--- src/rtl/smx_dec_pkg.sv ---
package smx_dec_pkg;

    localparam int OPC_W = 6;
    localparam int FN_W  = 6;

    typedef enum logic [3:0] {
        CLS_ALU     = 4'd0,
        CLS_LOAD    = 4'd1,
        CLS_STORE   = 4'd2,
        CLS_BRANCH  = 4'd3,
        CLS_JUMP    = 4'd4,
        CLS_JREG    = 4'd5,
        CLS_JLINK   = 4'd6,
        CLS_JLREG   = 4'd7,
        CLS_ILLEGAL = 4'd8
    } iclass_e;

    typedef enum logic [2:0] {
        ALU_ADD, ALU_SUB, ALU_AND, ALU_OR, ALU_XOR, ALU_NOR, ALU_SLT, ALU_SLTU
    } alu_fn_e;

    typedef enum logic [2:0] {
        CMP_NONE, CMP_EQ, CMP_NE, CMP_LTZ, CMP_LEZ, CMP_GTZ, CMP_GEZ
    } br_cmp_e;

    typedef enum logic [1:0] { WB_ALU, WB_MEM, WB_LINK } wb_sel_e;

    typedef enum logic [1:0] { IMM_NONE, IMM_SEXT, IMM_ZEXT, IMM_JABS } imm_kind_e;

    typedef enum logic [1:0] { DST_NONE, DST_RT, DST_RD, DST_LINK } dst_sel_e;

    typedef struct packed {
        iclass_e   cls;
        alu_fn_e   alu_fn;
        br_cmp_e   br_cmp;
        imm_kind_e imm_kind;
        dst_sel_e  dst_sel;
        logic      imm_valid;
        logic      reg_wr;
        logic      mem_op;
        logic      ctrl_xfer;
        wb_sel_e   wb_sel;
    } ctrl_rec_t;

    // primary opcodes
    localparam logic [OPC_W-1:0] OP_SPECIAL = 6'h00;
    localparam logic [OPC_W-1:0] OP_ZCMP    = 6'h01;
    localparam logic [OPC_W-1:0] OP_J       = 6'h02;
    localparam logic [OPC_W-1:0] OP_JAL     = 6'h03;
    localparam logic [OPC_W-1:0] OP_BEQ     = 6'h04;
    localparam logic [OPC_W-1:0] OP_BNE     = 6'h05;
    localparam logic [OPC_W-1:0] OP_BLEZ    = 6'h06;
    localparam logic [OPC_W-1:0] OP_BGTZ    = 6'h07;
    localparam logic [OPC_W-1:0] OP_ADDI    = 6'h09;
    localparam logic [OPC_W-1:0] OP_SLTI    = 6'h0A;
    localparam logic [OPC_W-1:0] OP_SLTIU   = 6'h0B;
    localparam logic [OPC_W-1:0] OP_ANDI    = 6'h0C;
    localparam logic [OPC_W-1:0] OP_ORI     = 6'h0D;
    localparam logic [OPC_W-1:0] OP_XORI    = 6'h0E;
    localparam logic [OPC_W-1:0] OP_LOAD    = 6'h23;
    localparam logic [OPC_W-1:0] OP_STORE   = 6'h2B;

    // function codes under OP_SPECIAL
    localparam logic [FN_W-1:0] FN_JR   = 6'h08;
    localparam logic [FN_W-1:0] FN_JALR = 6'h09;
    localparam logic [FN_W-1:0] FN_ADD  = 6'h21;
    localparam logic [FN_W-1:0] FN_SUB  = 6'h23;
    localparam logic [FN_W-1:0] FN_AND  = 6'h24;
    localparam logic [FN_W-1:0] FN_OR   = 6'h25;
    localparam logic [FN_W-1:0] FN_XOR  = 6'h26;
    localparam logic [FN_W-1:0] FN_NOR  = 6'h27;
    localparam logic [FN_W-1:0] FN_SLT  = 6'h2A;
    localparam logic [FN_W-1:0] FN_SLTU = 6'h2B;

    // class-level properties, used by the checker
    function automatic logic cls_writes(iclass_e c);
        return c inside {CLS_ALU, CLS_LOAD, CLS_JLINK, CLS_JLREG};
    endfunction

    function automatic logic cls_mem(iclass_e c);
        return c inside {CLS_LOAD, CLS_STORE};
    endfunction

    function automatic logic cls_ctrl(iclass_e c);
        return c inside {CLS_BRANCH, CLS_JUMP, CLS_JREG, CLS_JLINK, CLS_JLREG};
    endfunction

    function automatic ctrl_rec_t quiet_rec();
        ctrl_rec_t r;
        r           = '0;
        r.cls       = CLS_ILLEGAL;
        r.alu_fn    = ALU_ADD;
        r.br_cmp    = CMP_NONE;
        r.imm_kind  = IMM_NONE;
        r.dst_sel   = DST_NONE;
        r.wb_sel    = WB_ALU;
        return r;
    endfunction

endpackage

--- src/rtl/smx_op_class.sv ---
module smx_op_class
    import smx_dec_pkg::*;
(
    input  logic [OPC_W-1:0] opc,
    input  logic [4:0]       rt_fld,
    input  logic [FN_W-1:0]  fn_fld,
    output ctrl_rec_t        rec
);

    function automatic ctrl_rec_t mk_alu(alu_fn_e f, logic use_imm, imm_kind_e k);
        ctrl_rec_t r;
        r           = quiet_rec();
        r.cls       = CLS_ALU;
        r.alu_fn    = f;
        r.imm_valid = use_imm;
        r.imm_kind  = k;
        r.dst_sel   = use_imm ? DST_RT : DST_RD;
        r.reg_wr    = 1'b1;
        return r;
    endfunction

    function automatic ctrl_rec_t mk_mem(logic is_load);
        ctrl_rec_t r;
        r           = quiet_rec();
        r.cls       = is_load ? CLS_LOAD : CLS_STORE;
        r.imm_valid = 1'b1;
        r.imm_kind  = IMM_SEXT;
        r.mem_op    = 1'b1;
        r.dst_sel   = is_load ? DST_RT : DST_NONE;
        r.reg_wr    = is_load;
        r.wb_sel    = is_load ? WB_MEM : WB_ALU;
        return r;
    endfunction

    function automatic ctrl_rec_t mk_branch(br_cmp_e k);
        ctrl_rec_t r;
        r           = quiet_rec();
        r.cls       = CLS_BRANCH;
        r.br_cmp    = k;
        r.imm_kind  = IMM_SEXT;
        r.ctrl_xfer = 1'b1;
        return r;
    endfunction

    function automatic ctrl_rec_t mk_jump(logic absolute, logic link);
        ctrl_rec_t r;
        r           = quiet_rec();
        r.ctrl_xfer = 1'b1;
        r.imm_kind  = absolute ? IMM_JABS : IMM_NONE;
        if (absolute) r.cls = link ? CLS_JLINK : CLS_JUMP;
        else          r.cls = link ? CLS_JLREG : CLS_JREG;
        if (link) begin
            r.reg_wr  = 1'b1;
            r.dst_sel = DST_LINK;
            r.wb_sel  = WB_LINK;
        end
        return r;
    endfunction

    always_comb begin
        rec = quiet_rec();
        unique case (opc)
            OP_SPECIAL: begin
                unique case (fn_fld)
                    FN_ADD:  rec = mk_alu(ALU_ADD,  1'b0, IMM_NONE);
                    FN_SUB:  rec = mk_alu(ALU_SUB,  1'b0, IMM_NONE);
                    FN_AND:  rec = mk_alu(ALU_AND,  1'b0, IMM_NONE);
                    FN_OR:   rec = mk_alu(ALU_OR,   1'b0, IMM_NONE);
                    FN_XOR:  rec = mk_alu(ALU_XOR,  1'b0, IMM_NONE);
                    FN_NOR:  rec = mk_alu(ALU_NOR,  1'b0, IMM_NONE);
                    FN_SLT:  rec = mk_alu(ALU_SLT,  1'b0, IMM_NONE);
                    FN_SLTU: rec = mk_alu(ALU_SLTU, 1'b0, IMM_NONE);
                    FN_JR:   rec = mk_jump(1'b0, 1'b0);
                    FN_JALR: rec = mk_jump(1'b0, 1'b1);
                    default: rec = quiet_rec();
                endcase
            end
            OP_ZCMP: begin
                unique case (rt_fld)
                    5'd0:    rec = mk_branch(CMP_LTZ);
                    5'd1:    rec = mk_branch(CMP_GEZ);
                    default: rec = quiet_rec();
                endcase
            end
            OP_J:      rec = mk_jump(1'b1, 1'b0);
            OP_JAL:    rec = mk_jump(1'b1, 1'b1);
            OP_BEQ:    rec = mk_branch(CMP_EQ);
            OP_BNE:    rec = mk_branch(CMP_NE);
            OP_BLEZ:   rec = mk_branch(CMP_LEZ);
            OP_BGTZ:   rec = mk_branch(CMP_GTZ);
            OP_ADDI:   rec = mk_alu(ALU_ADD,  1'b1, IMM_SEXT);
            OP_SLTI:   rec = mk_alu(ALU_SLT,  1'b1, IMM_SEXT);
            OP_SLTIU:  rec = mk_alu(ALU_SLTU, 1'b1, IMM_SEXT);
            OP_ANDI:   rec = mk_alu(ALU_AND,  1'b1, IMM_ZEXT);
            OP_ORI:    rec = mk_alu(ALU_OR,   1'b1, IMM_ZEXT);
            OP_XORI:   rec = mk_alu(ALU_XOR,  1'b1, IMM_ZEXT);
            OP_LOAD:   rec = mk_mem(1'b1);
            OP_STORE:  rec = mk_mem(1'b0);
            default:   rec = quiet_rec();
        endcase
    end

endmodule

--- src/rtl/smx_imm_gen.sv ---
module smx_imm_gen
    import smx_dec_pkg::*;
#(
    parameter int XLEN = 32
) (
    input  imm_kind_e         kind,
    input  logic [25:0]       fld,
    output logic [XLEN-1:0]   imm
);

    localparam int HALF_W = 16;
    localparam int JFLD_W = 26;
    localparam int JSH    = 2;
    localparam int JOUT_W = JFLD_W + JSH;

    always_comb begin
        unique case (kind)
            IMM_SEXT: imm = {{(XLEN-HALF_W){fld[HALF_W-1]}}, fld[HALF_W-1:0]};
            IMM_ZEXT: imm = {{(XLEN-HALF_W){1'b0}}, fld[HALF_W-1:0]};
            IMM_JABS: imm = {{(XLEN-JOUT_W){1'b0}}, fld, {JSH{1'b0}}};
            default:  imm = '0;
        endcase
    end

endmodule

--- src/rtl/smx_reg_sel.sv ---
module smx_reg_sel
    import smx_dec_pkg::*;
#(
    parameter int REG_W    = 5,
    parameter int LINK_REG = 31
) (
    input  dst_sel_e             sel,
    input  logic [3*REG_W-1:0]   fld,
    output logic [REG_W-1:0]     rs1_idx,
    output logic [REG_W-1:0]     rs2_idx,
    output logic [REG_W-1:0]     rd_idx
);

    localparam logic [REG_W-1:0] LINK_IDX = REG_W'(LINK_REG);

    logic [REG_W-1:0] rd_fld;

    assign rs1_idx = fld[3*REG_W-1:2*REG_W];
    assign rs2_idx = fld[2*REG_W-1:REG_W];
    assign rd_fld  = fld[REG_W-1:0];

    always_comb begin
        unique case (sel)
            DST_RT:   rd_idx = rs2_idx;
            DST_RD:   rd_idx = rd_fld;
            DST_LINK: rd_idx = LINK_IDX;
            default:  rd_idx = '0;
        endcase
    end

endmodule

--- src/rtl/smx_decode.sv ---
module smx_decode
    import smx_dec_pkg::*;
#(
    parameter int XLEN     = 32,
    parameter int REG_W    = 5,
    parameter int LINK_REG = 31
) (
    input  logic [31:0]       instr,
    output logic [3:0]        iclass,
    output logic [2:0]        alu_fn,
    output logic [2:0]        br_cmp,
    output logic [REG_W-1:0]  rs1_idx,
    output logic [REG_W-1:0]  rs2_idx,
    output logic [REG_W-1:0]  rd_idx,
    output logic [XLEN-1:0]   imm,
    output logic              imm_valid,
    output logic              reg_wr,
    output logic              mem_op,
    output logic              ctrl_xfer,
    output logic [1:0]        wb_sel
);

    ctrl_rec_t rec;

    smx_op_class i_cls (
        .opc    (instr[31:26]),
        .rt_fld (instr[20:16]),
        .fn_fld (instr[5:0]),
        .rec    (rec)
    );

    smx_imm_gen #(.XLEN(XLEN)) i_imm (
        .kind (rec.imm_kind),
        .fld  (instr[25:0]),
        .imm  (imm)
    );

    smx_reg_sel #(.REG_W(REG_W), .LINK_REG(LINK_REG)) i_regs (
        .sel     (rec.dst_sel),
        .fld     (instr[25:11]),
        .rs1_idx (rs1_idx),
        .rs2_idx (rs2_idx),
        .rd_idx  (rd_idx)
    );

    assign iclass    = rec.cls;
    assign alu_fn    = rec.alu_fn;
    assign br_cmp    = rec.br_cmp;
    assign imm_valid = rec.imm_valid;
    assign reg_wr    = rec.reg_wr;
    assign mem_op    = rec.mem_op;
    assign ctrl_xfer = rec.ctrl_xfer;
    assign wb_sel    = rec.wb_sel;

endmodule

--- config.mk ---
export PLATFORM = sky130hd
export DESIGN_NAME = smx_decode
export DESIGN_NICKNAME = d
export VERILOG_FILES = /design/src/rtl/smx_dec_pkg.sv /design/src/rtl/smx_op_class.sv /design/src/rtl/smx_imm_gen.sv /design/src/rtl/smx_reg_sel.sv /design/src/rtl/smx_decode.sv
export SDC_FILE = /design/constraint.sdc
export NUM_CORES = 1
export LEC_CHECK = 0
export ABC_AREA = 1
export BUFFER_PORTS_ARGS = -buffer_cell sky130_fd_sc_hd__clkbuf_2
export CAP_MARGIN = 20
export CORE_MARGIN = 2
export CORE_UTILIZATION = 43
export DETAILED_ROUTE_END_ITERATION = 10
export PLACE_DENSITY = 0.94
export SYNTH_ARGS = -nofsm -noshare
export SYNTH_HDL_FRONTEND = slang
export SYNTH_SLANG_ARGS = --single-unit
--- constraint.sdc ---
create_clock -name vclk -period 1.76
set_input_delay 0.176 -clock vclk [all_inputs]
set_output_delay 0.176 -clock vclk [all_outputs]
set_load 0.005 [all_outputs]
==> impl_results.html <==
<table>
<tr><th>Metric</th><th>Value</th></tr>
<tr><th colspan="2">Global routing</th></tr>
<tr><td>Global-route usage over all layers</td><td>0.210</td></tr>
<tr><td>Global route total overflow</td><td>0</td></tr>
<tr><td>Initial antenna violation count</td><td>0</td></tr>
<tr><td>Number of global-route vias before repair</td><td>1431</td></tr>
<tr><td>First-pass GRT wire length</td><td>5990 um</td></tr>
<tr><td>Largest net degree at the start of global routing</td><td>16</td></tr>
<tr><th colspan="2">Cells and area</th></tr>
<tr><td>Register cell area after layout</td><td>0 sq um</td></tr>
<tr><td>N_diodes</td><td>0</td></tr>
<tr><td>Share of the core filled with cells</td><td>0.611</td></tr>
<tr><td>Number of clock-tree buffers in the layout</td><td>0</td></tr>
<tr><td>Final standard cell count with taps included and fillers excluded</td><td>342</td></tr>
<tr><td>Proportion of layout cells with a drive suffix above 1</td><td>0.457</td></tr>
<tr><td>Number of nets in the layout</td><td>345</td></tr>
<tr><td>Area growth from synthesis to final layout</td><td>34.4%</td></tr>
<tr><td>Layout sequential cell count</td><td>0</td></tr>
<tr><th colspan="2">Synthesis</th></tr>
<tr><td>Average instance area after synthesis</td><td>5.52 sq um</td></tr>
<tr><td>Synth Area in Compound Gates</td><td>0.150</td></tr>
<tr><td>Cell variety after synth</td><td>28</td></tr>
<tr><td>Most frequent cells after synthesis</td><td>sky130_fd_sc_hd__nand2_1 (65), sky130_fd_sc_hd__nand3_1 (33), sky130_fd_sc_hd__nor2_1 (22)</td></tr>
<tr><td>Cell Area, Synth</td><td>0.00126 sq mm</td></tr>
<tr><td>Post-synth top area share</td><td>0.193</td></tr>
<tr><td>Xor and xnor area share after synthesis</td><td>0</td></tr>
<tr><td>Multiplexer fraction of the synthesized cell area</td><td>0</td></tr>
<tr><td>Largest area contributor in the netlist</td><td>sky130_fd_sc_hd__nand2_1</td></tr>
<tr><td>Synth Warn #</td><td>0</td></tr>
<tr><td>Cells after Synth</td><td>229</td></tr>
<tr><td>Adder-cell share of the synthesized area</td><td>0</td></tr>
<tr><td>Dominant combinational cell family by area after synthesis</td><td>simple AND/OR/NAND/NOR gates</td></tr>
<tr><td>Simple-gate area share of the yosys netlist</td><td>0.646</td></tr>
<tr><td>Post-synthesis sequential area ratio</td><td>0</td></tr>
<tr><td>Count leader, synth</td><td>sky130_fd_sc_hd__nand2_1</td></tr>
<tr><td>Main area contributors after synthesis</td><td>sky130_fd_sc_hd__nand2_1 (19%), sky130_fd_sc_hd__nand3_1 (13%), sky130_fd_sc_hd__buf_4 (8.3%)</td></tr>
<tr><td>Synthesized Nets</td><td>261</td></tr>
<tr><th colspan="2">Critical path</th></tr>
<tr><td>Element type at the critical path start</td><td>input pin</td></tr>
<tr><td>Standard cell with the maximum stage delay on the critical path</td><td>sky130_fd_sc_hd__nor2_1</td></tr>
<tr><td>Slowest stage delay, CP</td><td>0.19 ns</td></tr>
<tr><td>Family with the most delay on the worst path</td><td>simple AND/OR/NAND/NOR gates</td></tr>
<tr><td>Type of element capturing the critical path</td><td>output port</td></tr>
<tr><td>Arrival time at the worst endpoint</td><td>1.46 ns</td></tr>
<tr><td>Crit Path Class</td><td>in -&gt; out</td></tr>
<tr><td>Worst-path fanout max</td><td>13</td></tr>
<tr><td>Data required time of the critical path</td><td>1.58 ns</td></tr>
<tr><td>Total buffers and inverters traversed by the critical path</td><td>3</td></tr>
<tr><td>Cell chain of the critical path</td><td>clkbuf_2 &gt; nor2_1 &gt; nand2_1 &gt; nor2_1 &gt; nor2_4 &gt; nand3_4 &gt; nand3_4 &gt; inv_2 &gt; clkbuf_2</td></tr>
<tr><th colspan="2">Run</th></tr>
<tr><td>Max Cap Violations</td><td>0</td></tr>
<tr><th colspan="2">Placement</th></tr>
<tr><td>Input/output buffers</td><td>95</td></tr>
<tr><td>RePlAce Congestion</td><td>0.943</td></tr>
<tr><td>Cell count after placement</td><td>342</td></tr>
<tr><td>Detailed Place HPWL</td><td>3290 um</td></tr>
<tr><th colspan="2">Route</th></tr>
<tr><td>Wire per inst</td><td>11.4 um</td></tr>
<tr><td>Number of vias in the routed layout</td><td>1760</td></tr>
<tr><td>Number of design rule violations left after detail routing</td><td>0</td></tr>
<tr><td>Vias per std cell</td><td>5.15</td></tr>
<tr><td>Total Routed Length</td><td>3890 um</td></tr>
<tr><td>Detail Route Antenna Nets</td><td>0</td></tr>
<tr><td>First DRT Iteration DRCs</td><td>71</td></tr>
<tr><td>DRT Pass-1 Iters</td><td>4</td></tr>
<tr><th colspan="2">Floorplan</th></tr>
<tr><td>Floorplan die width</td><td>58.2 um</td></tr>
<tr><td>Std-Cell Rows</td><td>19</td></tr>
<tr><td>Placeable core region</td><td>0.00278 sq mm</td></tr>
<tr><td>Die area</td><td>0.00339 sq mm</td></tr>
<tr><td>I/O Pins</td><td>95</td></tr>
<tr><td>Initial cell density of the core</td><td>0.455</td></tr>
<tr><td>Die boundary height</td><td>58.2 um</td></tr>
<tr><th colspan="2">STA</th></tr>
<tr><td>Final hold vios</td><td>0</td></tr>
<tr><td>Highest attainable clock frequency</td><td>0.611 GHz</td></tr>
<tr><td>Worst-case headroom to the max-slew limit</td><td>0.756</td></tr>
<tr><td>Total negative slack</td><td>0 ns</td></tr>
<tr><td>WHS</td><td>0.537 ns</td></tr>
<tr><td>Setup repair after global routing missed its margin</td><td>no</td></tr>
<tr><td>Final Critical Period</td><td>1.64 ns</td></tr>
<tr><td>Final slew viol count</td><td>0</td></tr>
<tr><td>Tightest Pin Transition</td><td>0.366 ns</td></tr>
<tr><td>Final setup vio count</td><td>0</td></tr>
<tr><td>Period utilization</td><td>0.930</td></tr>
<tr><th colspan="2">Clock tree</th></tr>
<tr><td>Post-CTS sizing</td><td>0</td></tr>
<tr><td>Number of buffers inserted by post-CTS setup repair</td><td>0</td></tr>
<tr><td>Post-CTS Hold Fix Bufs</td><td>0</td></tr>
<tr><th colspan="2">Min path</th></tr>
<tr><td>Hold path startpoint</td><td>instr[21]</td></tr>
<tr><td>Hold worst-path end</td><td>rs1_idx[0]</td></tr>
<tr><td>Instance count along the most critical hold path</td><td>2</td></tr>
<tr><td>Hold WC Path Type</td><td>in -&gt; out</td></tr>
<tr><th colspan="2">Pwr</th></tr>
<tr><td>Leakage power</td><td>1.15 nW</td></tr>
<tr><td>Power consumption</td><td>0.000320 W</td></tr>
<tr><td>Pwr/cell area</td><td>188 mW/mm^2</td></tr>
<tr><td>IR drop worst, VDD</td><td>0.123 mV</td></tr>
<tr><th colspan="2">Run status</th></tr>
<tr><td>Outcome</td><td>complete, no violations</td></tr>
</table>
## report_power, final
part | internal, W | switching [W] | leakage, nW
Sequential | 0 | 0 | 0
Clock | 0 | 0 | 0
Combinational | 0.000132 | 0.000188 | 1.15
## metrics by stage
stage / worst slack [ns] / cell area [sq um]
6_report: 0.124 / 1700
5_1_grt: 0.0344 / 1700
4_1_cts: 0.0645 / 1670
3_5_place_dp: 0.0688 / 1670
3_3_place_gp: 0.140 / 1670
2_1_floorplan: 0.351 / 1260
## cells by family (layout without fill, tap and decap cells)
group                  Yosys count  in the layout
AND/OR/NAND/NOR                155            155
AO/OA/AOI/OAI                   28             28
buffers and inverters           46            128
## layer usage
layer  vias up  wire length [um]  GRT usage
met2        76              2000      0.411
met1       772              1570      0.266
li1        906                 -          -
met5         -                 0          0
met4         0                31          0
met3         6               288     0.0134
## area by class of cell
cell class	instances	area (sq um)
well taps	31	38.8
inverters	27	109
fillers	294	1080
multi-input cells	183	1020
repair buffers	101	528
## worst max-delay path by stage
stage                   start  endpoint  slack, ns  depth (start not counted)
CTS                 instr[29]    imm[4]       0.06                         10
global placement    instr[31]    imm[2]       0.14                         12
global route        instr[29]   imm[10]       0.03                         10
floorplan           instr[26]   imm[29]       0.35                          9
detailed placement  instr[29]    imm[4]       0.07                         10
finish              instr[27]   imm[28]       0.12                          9
## cell usage in the layout (no fill, tap or decap), types with 2 or more instances in the layout
cell	instances
sky130_fd_sc_hd__a22oi_1	13
sky130_fd_sc_hd__buf_4	4
sky130_fd_sc_hd__buf_6	2
sky130_fd_sc_hd__clkbuf_2	95
sky130_fd_sc_hd__inv_1	20
sky130_fd_sc_hd__inv_2	5
sky130_fd_sc_hd__nand2_1	65
sky130_fd_sc_hd__nand2_2	11
sky130_fd_sc_hd__nand2_4	2
sky130_fd_sc_hd__nand3_1	32
sky130_fd_sc_hd__nand3_2	5
sky130_fd_sc_hd__nand3_4	3
sky130_fd_sc_hd__nand4_1	2
sky130_fd_sc_hd__nor2_1	21
sky130_fd_sc_hd__nor2_2	3
sky130_fd_sc_hd__nor2_4	6
sky130_fd_sc_hd__nor2_8	2
sky130_fd_sc_hd__o211ai_1	3
sky130_fd_sc_hd__o21ai_0	8
Note: power is estimated with default switching activity, not from simulation.
